File: src/rtl/swb_pkg.sv
package swb_pkg;
  localparam int unsigned SWB_ADDR_W  = 32;
  localparam int unsigned SWB_WORD_W  = 32;
  localparam int unsigned SWB_WORDS   = 4;
  localparam int unsigned SWB_ENTRIES = 4;
endpackage

File: src/rtl/swb_match.sv
module swb_match #(
  parameter int unsigned N  = 4,
  parameter int unsigned TW = 28
) (
  input  logic [N-1:0]         vld,
  input  logic [N-1:0][TW-1:0] tags,
  input  logic [TW-1:0]        key,
  output logic [N-1:0]         hit
);
  for (genvar g = 0; g < N; g++) begin : g_cmp
    assign hit[g] = vld[g] && (tags[g] == key);
  end
endmodule

File: src/rtl/swb_lane_expand.sv
module swb_lane_expand #(
  parameter int unsigned WORD_W = 32,
  parameter int unsigned WORDS  = 4,
  localparam int unsigned BPW    = WORD_W / 8,
  localparam int unsigned NBYTES = WORDS * BPW,
  localparam int unsigned WSEL_W = (WORDS > 1) ? $clog2(WORDS) : 1
) (
  input  logic [WSEL_W-1:0]     wsel,
  input  logic [WORD_W-1:0]     wdata,
  input  logic [BPW-1:0]        wbe,
  output logic [NBYTES*8-1:0]   bdat,
  output logic [NBYTES-1:0]     bmsk,
  output logic [NBYTES*8-1:0]   bbit
);
  for (genvar w = 0; w < WORDS; w++) begin : g_word
    for (genvar b = 0; b < BPW; b++) begin : g_byte
      localparam int unsigned IDX = w * BPW + b;
      assign bmsk[IDX]          = (wsel == WSEL_W'(w)) && wbe[b];
      assign bdat[IDX*8 +: 8]   = wdata[b*8 +: 8];
      assign bbit[IDX*8 +: 8]   = {8{bmsk[IDX]}};
    end
  end
endmodule

File: src/rtl/swb_load_bypass.sv
module swb_load_bypass #(
  parameter int unsigned WORD_W = 32,
  localparam int unsigned BPW = WORD_W / 8
) (
  input  logic              ent_hit,
  input  logic [WORD_W-1:0] ent_word,
  input  logic [BPW-1:0]    ent_be,
  input  logic              out_hit,
  input  logic [WORD_W-1:0] out_word,
  input  logic [BPW-1:0]    out_be,
  input  logic [WORD_W-1:0] mem_word,
  output logic [WORD_W-1:0] data,
  output logic [BPW-1:0]    mem_be
);
  for (genvar b = 0; b < BPW; b++) begin : g_byte
    logic from_ent, from_out;
    assign from_ent = ent_hit && ent_be[b];
    assign from_out = out_hit && out_be[b];
    assign data[b*8 +: 8] = from_ent ? ent_word[b*8 +: 8] :
                            from_out ? out_word[b*8 +: 8] : mem_word[b*8 +: 8];
    assign mem_be[b] = !(from_ent || from_out);
  end
endmodule

File: src/rtl/store_merge_buffer.sv
module store_merge_buffer
  import swb_pkg::*;
#(
  parameter int unsigned ADDR_W  = SWB_ADDR_W,
  parameter int unsigned WORD_W  = SWB_WORD_W,
  parameter int unsigned WORDS   = SWB_WORDS,
  parameter int unsigned ENTRIES = SWB_ENTRIES,
  localparam int unsigned BPW      = WORD_W / 8,
  localparam int unsigned NBYTES   = WORDS * BPW,
  localparam int unsigned BLK_W    = NBYTES * 8,
  localparam int unsigned OFF_W    = $clog2(NBYTES),
  localparam int unsigned LANE_OFF = $clog2(BPW),
  localparam int unsigned WSEL_W   = (WORDS > 1) ? $clog2(WORDS) : 1,
  localparam int unsigned BA_W     = ADDR_W - OFF_W,
  localparam int unsigned IDX_W    = (ENTRIES > 1) ? $clog2(ENTRIES) : 1
) (
  input  logic              clk,
  input  logic              rst_n,
  input  logic              st_valid,
  output logic              st_ready,
  input  logic [ADDR_W-1:0] st_addr,
  input  logic [WORD_W-1:0] st_data,
  input  logic [BPW-1:0]    st_be,
  input  logic [ADDR_W-1:0] ld_addr,
  input  logic [WORD_W-1:0] ld_mem_data,
  output logic [WORD_W-1:0] ld_data,
  output logic [BPW-1:0]    ld_mem_be,
  output logic              mem_wr_valid,
  input  logic              mem_wr_ready,
  output logic [ADDR_W-1:0] mem_wr_addr,
  output logic [BLK_W-1:0]  mem_wr_data,
  output logic [NBYTES-1:0] mem_wr_be
);
  // entry state
  logic [ENTRIES-1:0]             vld_q, vld_n;
  logic [ENTRIES-1:0][BA_W-1:0]   tag_q;
  logic [ENTRIES-1:0][BLK_W-1:0]  dat_q, dat_n;
  logic [ENTRIES-1:0][NBYTES-1:0] msk_q, msk_n;
  logic [ENTRIES-1:0]             ent_we;
  logic [IDX_W-1:0]               head_q, head_n, tail_q, tail_n;
  // drain register
  logic                           ov_q, ov_n;
  logic [BA_W-1:0]                otag_q;
  logic [BLK_W-1:0]               odat_q;
  logic [NBYTES-1:0]              omsk_q;

  logic                           unused_lane_bits;
  assign unused_lane_bits = ^{st_addr[LANE_OFF-1:0], ld_addr[LANE_OFF-1:0]};

  // store side: lane expansion and block match
  logic [BA_W-1:0]    st_tag;
  logic [WSEL_W-1:0]  st_wsel;
  logic [BLK_W-1:0]   st_bdat, st_bbit;
  logic [NBYTES-1:0]  st_bmsk;
  logic [ENTRIES-1:0] st_hit, launch_vec, merge_vec;
  logic               launch, merge_ok, full, do_merge, do_alloc;

  assign st_tag  = st_addr[ADDR_W-1:OFF_W];
  assign st_wsel = st_addr[OFF_W-1:LANE_OFF];

  swb_lane_expand #(.WORD_W(WORD_W), .WORDS(WORDS)) u_expand (
    .wsel(st_wsel), .wdata(st_data), .wbe(st_be),
    .bdat(st_bdat), .bmsk(st_bmsk), .bbit(st_bbit)
  );

  swb_match #(.N(ENTRIES), .TW(BA_W)) u_st_match (
    .vld(vld_q), .tags(tag_q), .key(st_tag), .hit(st_hit)
  );

  // the oldest entry moves to the drain register when that register is free
  assign launch     = vld_q[head_q] && (!ov_q || mem_wr_ready);
  assign launch_vec = launch ? (ENTRIES'(1) << head_q) : '0;
  assign merge_vec  = st_hit & ~launch_vec;
  assign merge_ok   = |merge_vec;
  assign full       = &vld_q;
  assign st_ready   = merge_ok || !full;
  assign do_merge   = st_valid && merge_ok;
  assign do_alloc   = st_valid && st_ready && !merge_ok;

  // at most one held entry per block
  a_r2_one_store_match: assert property (@(posedge clk) disable iff (!rst_n)
    $countones(st_hit) <= 1);
  // allocation only lands on a free slot
  a_r3_alloc_free: assert property (@(posedge clk) disable iff (!rst_n)
    do_alloc |-> !vld_q[tail_q]);
  // whenever anything is held, the head slot is the oldest live one
  a_r4_head_live: assert property (@(posedge clk) disable iff (!rst_n)
    (vld_q != '0) |-> vld_q[head_q]);

  // control next state
  always_comb begin
    vld_n  = vld_q;
    head_n = head_q;
    tail_n = tail_q;
    ov_n   = ov_q;
    if (ov_q && mem_wr_ready) ov_n = 1'b0;
    if (launch) begin
      vld_n[head_q] = 1'b0;
      head_n        = (head_q == IDX_W'(ENTRIES-1)) ? '0 : head_q + 1'b1;
      ov_n          = 1'b1;
    end
    if (do_alloc) begin
      vld_n[tail_q] = 1'b1;
      tail_n        = (tail_q == IDX_W'(ENTRIES-1)) ? '0 : tail_q + 1'b1;
    end
  end

  // entry data next state and write enables
  always_comb begin
    for (int k = 0; k < ENTRIES; k++) begin
      ent_we[k] = (do_alloc && tail_q == IDX_W'(k)) || (do_merge && merge_vec[k]);
      if (merge_vec[k]) begin
        dat_n[k] = (dat_q[k] & ~st_bbit) | (st_bdat & st_bbit);
        msk_n[k] = msk_q[k] | st_bmsk;
      end else begin
        dat_n[k] = st_bdat;
        msk_n[k] = st_bmsk;
      end
    end
  end

  always_ff @(posedge clk or negedge rst_n) begin
    if (!rst_n) begin
      vld_q  <= '0;
      head_q <= '0;
      tail_q <= '0;
      ov_q   <= 1'b0;
    end else begin
      vld_q  <= vld_n;
      head_q <= head_n;
      tail_q <= tail_n;
      ov_q   <= ov_n;
    end
  end

  always_ff @(posedge clk) begin
    for (int k = 0; k < ENTRIES; k++) begin
      if (ent_we[k]) begin
        tag_q[k] <= st_tag;
        dat_q[k] <= dat_n[k];
        msk_q[k] <= msk_n[k];
      end
    end
    if (launch) begin
      otag_q <= tag_q[head_q];
      odat_q <= dat_q[head_q];
      omsk_q <= msk_q[head_q];
    end
  end

  assign mem_wr_valid = ov_q;
  assign mem_wr_addr  = {otag_q, {OFF_W{1'b0}}};
  assign mem_wr_data  = odat_q;
  assign mem_wr_be    = omsk_q;

  // a presented write holds until taken
  a_r4_hold_stable: assert property (@(posedge clk) disable iff (!rst_n)
    (mem_wr_valid && !mem_wr_ready) |=> (mem_wr_valid && $stable(mem_wr_addr)
      && $stable(mem_wr_data) && $stable(mem_wr_be)));
  // a drained block always carries at least one byte
  a_r4_be_nonzero: assert property (@(posedge clk) disable iff (!rst_n)
    mem_wr_valid |-> (mem_wr_be != '0));

  // load side
  logic [BA_W-1:0]    ld_tag;
  logic [WSEL_W-1:0]  ld_wsel;
  logic [ENTRIES-1:0] ld_hit;
  logic [WORD_W-1:0]  ent_word;
  logic [BPW-1:0]     ent_be;
  logic               out_hit;

  assign ld_tag  = ld_addr[ADDR_W-1:OFF_W];
  assign ld_wsel = ld_addr[OFF_W-1:LANE_OFF];

  swb_match #(.N(ENTRIES), .TW(BA_W)) u_ld_match (
    .vld(vld_q), .tags(tag_q), .key(ld_tag), .hit(ld_hit)
  );

  // lookup never sees two entries for one block
  a_r6_one_load_match: assert property (@(posedge clk) disable iff (!rst_n)
    $countones(ld_hit) <= 1);

  always_comb begin
    ent_word = '0;
    ent_be   = '0;
    for (int k = 0; k < ENTRIES; k++) begin
      if (ld_hit[k]) begin
        ent_word = dat_q[k][int'(ld_wsel)*WORD_W +: WORD_W];
        ent_be   = msk_q[k][int'(ld_wsel)*BPW +: BPW];
      end
    end
  end

  assign out_hit = ov_q && (otag_q == ld_tag);

  swb_load_bypass #(.WORD_W(WORD_W)) u_bypass (
    .ent_hit(|ld_hit), .ent_word(ent_word), .ent_be(ent_be),
    .out_hit(out_hit),
    .out_word(odat_q[int'(ld_wsel)*WORD_W +: WORD_W]),
    .out_be(omsk_q[int'(ld_wsel)*BPW +: BPW]),
    .mem_word(ld_mem_data), .data(ld_data), .mem_be(ld_mem_be)
  );
endmodule

File: config.mk
export PLATFORM = sky130hd
export DESIGN_NAME = store_merge_buffer
export DESIGN_NICKNAME = d
export VERILOG_FILES = /design/src/rtl/swb_pkg.sv /design/src/rtl/swb_match.sv /design/src/rtl/swb_lane_expand.sv /design/src/rtl/swb_load_bypass.sv /design/src/rtl/store_merge_buffer.sv
export SDC_FILE = /design/constraint.sdc
export NUM_CORES = 1
export LEC_CHECK = 0
export BUFFER_PORTS_ARGS = -buffer_cell sky130_fd_sc_hd__buf_2
export CORE_MARGIN = 2
export CORE_UTILIZATION = 30
export DETAILED_ROUTE_END_ITERATION = 8
export SYNTH_ARGS = -nofsm -noshare
export SYNTH_HDL_FRONTEND = slang
export SYNTH_HIERARCHICAL = 1
export SYNTH_SLANG_ARGS = --single-unit
File: constraint.sdc
create_clock -name clk -period 7.7 [get_ports clk]
set_input_delay 1.925 -clock clk [delete_from_list [all_inputs] [get_ports clk]]
set_output_delay 1.925 -clock clk [all_outputs]
set_load 0.02 [all_outputs]
==> results.cfg <==
[clocking]
cts_setup_buffers = 0
insertion_delay_ns = 0.74
cts_made_buffers = 99
htreeDepth = 3
cts_root_buf = clkbuf_16
cts_tree = built
cts_resized = 0
cts_hold_buf = 0
cts.sinks = 869
worst_setup_hold_path_clk_slew_ns = 0.06
clockBufferDepth = 3

[layout]
final_area_sq_um = 55700
mostFrequentLayoutCells = 1064 x nor2_1, 860 x edfxtp_1, 512 x nor2b_1, 352 x mux4_2, 339 x buf_2
instances_no_fill = 6392
final_nets = 4264
layout_commonest_cell = nor2_1
area_delta_synth_final_pct = 11.4
postLayoutCoreUtil = 0.337
drive_above_1_share = 0.240

[detailed_routing]
via_per_inst = 5.15
wl_um = 152000
dr_total_vias = 32892
remaining_drc_errors = 0
detail_route.wl_per_cell_um = 23.8
drt-pass1-iter-count = 5
drtIter0Drc = 3474
ant_nets = 0

[logic_synthesis]
synth_seq_cells = 869
synth_flop_cell = edfxtp_1
syn_inst = 4078
ys_warn_count = 6
synth_area_per_cell_sq_um = 12.3
synth_edf_count = 860
async_flop_share = 0.0104
synth.distinct_cells = 42
yosysSeqAreaShare = 0.521
synth_area_sq_um = 50000

[floorplan]
die_w_um = 412
core.rowCount = 149
dieArea_sq_um = 170000
fp.dieH_um = 412
num_io_pins = 350
start_util = 0.303
coreArea_sq_um = 165000

[sta]
slew_headroom = 0.253
tns_ns = 0
rsz0062_at_grt = false
slew_viol_final = 0
clock_skew_ns = 0.0592
setup_viol = 0
whs_ns = 0.574
fmax_mhz = 133
period_share = 0.975
finalHoldViolations = 0
fin_crit_ns = 7.51
worst_pin_slew_ns = 1.12

[grt]
grt_pass1_vias = 32619
antenna_found_initial = 25
use_met1 = 0.235
use_met3 = 0.0352
grt_use_met2 = 0.283
busiest_layer = met2
track_usage = 0.176
grt_max_degree = 129
grt_overflow = 0
grt_first_pass_wirelength_um = 222000

[power_and_ir_drop]
power_leakage_nw = 21.1
combPwrFrac = 0.307
netSwitchingPower_mw = 6.35
p_seq_frac = 0.433
clkPwrFrac = 0.260
ir_worst_vdd_mv = 0.402
switching_share = 0.350
intPower_mw = 11.8
power_density_nw_per_um2 = 326

[worst_hold_path]
min_path_type = register to register
worstHoldEndpoint = msk_q[43]
whs_path_depth = 1
hp-start = msk_q[43]

[critical_path]
r2r_cells = 9
crit-reg2reg-launch = tag_q[80]
slowest_delay_ns = 0.44
critPathCaptureType = primary output
arrival_ns = 5.59
setup.worst_path.class = primary input to primary output
timing.critical_path.mode_cell = buf_4
critPathTopFamily = simple AND/OR/NAND/NOR gates
crit_slowest_cell = nor3_1
cp-start-kind = primary input
required_ns = 5.78
critPathBufInv = 6
crit_path_cell_trace = buf_2 -> xor2_1 -> nor3_1 -> nand4_1 -> nor4_1 -> buf_4 -> nor2b_4 -> buf_12 -> a22oi_1 -> nor2_1 -> a21oi_1 -> o21ai_1 -> buf_4 -> nand2_1 -> buf_4 -> a31oi_1 -> buf_2
path_max_fanout = 13
r2r_setup_slack_ns = 2.78

[placement]
hpwl_um = 99000
numPortBuffers = 341
placed_cells = 6208
gp_congestion = 0.892
postPlaceCellArea_sq_um = 52500

[run_status]
status = finished clean

[run]
max-cap-violations = 0
## worst max-delay path by stage
stage	startpoint	endpoint	slack [ns]	depth (start not counted)
6_report	ld_addr[8]	ld_data[8]	0.19	17
5_1_grt	ld_addr[15]	ld_data[8]	0.10	17
4_1_cts	ld_addr[8]	ld_data[8]	0.21	17
3_5_place_dp	ld_addr[8]	ld_data[8]	0.25	17
3_3_place_gp	ld_addr[8]	ld_data[15]	0.24	17
2_1_floorplan	mem_wr_ready	head_q[0]	1.09	5
## metal layers
metal | share of wire | up-vias
met5 | 0.00068 | -
met4 | 0.031 | 16
met3 | 0.080 | 273
met2 | 0.47 | 1318
met1 | 0.42 | 16759
li1 | - | 14526
## Yosys cell counts (6+ instances only)
master	count	area (sq um)
buf_1	40	150
nand4_1	36	225
a21bo_1	19	190
nand3_1	33	165
buf_4	261	1960
inv_1	9	33.8
nor3_1	9	45.0
o21ai_0	39	195
a21oi_1	36	180
edfxtp_1	860	25800
and3b_2	6	60.1
a22oi_1	44	330
a21bo_2	13	130
clkbuf_1	131	492
nand3_2	16	160
buf_2	58	290
nor2b_1	513	3210
nand2_1	52	195
nor4_1	41	257
and3_1	13	81.3
nor2_1	1064	3990
and3b_1	34	298
ha_1	8	100
a31oi_1	32	200
dfrtp_1	9	225
xnor2_1	81	709
mux4_2	352	7930
xor2_1	169	1480
a21o_1	64	480
buf_6	11	124
## through the flow
step | worst slack (ns) | power, mW
after CTS | 0.215 | 18.3
after global routing | 0.100 | 18.9
after global placement | 0.238 | 13.5
final | 0.189 | 18.2
after floorplan | 1.09 | 11.5
after detailed placement | 0.251 | 13.6
## power groups by stage
stage	combinational (mW)	clock, mW	sequential [mW]
after CTS	5.65	4.81	7.87
after global placement	5.57	0	7.92
after global routing	5.97	4.99	7.97
after floorplan	3.34	0	8.19
final	5.57	4.72	7.85
after detailed placement	5.64	0	7.96
## layout make-up
class                           instances  area, sq um
Clock inverter                         60          648
Fill cell                           16216       109000
Tap cell                             2189         2740
Timing Repair Buffer                  444         2710
Multi-Input combinational cell       2696        21000
Clock buffer                          119         2550
Inverter                               10         37.5
Antenna cell                            5         12.5
Sequential cell                       869        26100
## logic make-up (layout without fill, tap and decap cells)
logic type / after synthesis / in the layout / synth area share
compound gates: 251 / 251 / 0.0351
xor+xnor: 250 / 250 / 0.0438
fa+ha+maj: 8 / 8 / 0.00200
buf+inv: 516 / 633 / 0.0629
flops: 869 / 869 / 0.521
mux: 356 / 356 / 0.159
other cells: 1 / 9 / 0.0000750
simple gates: 1827 / 1827 / 0.176
(Power assumes the default switching activity.)
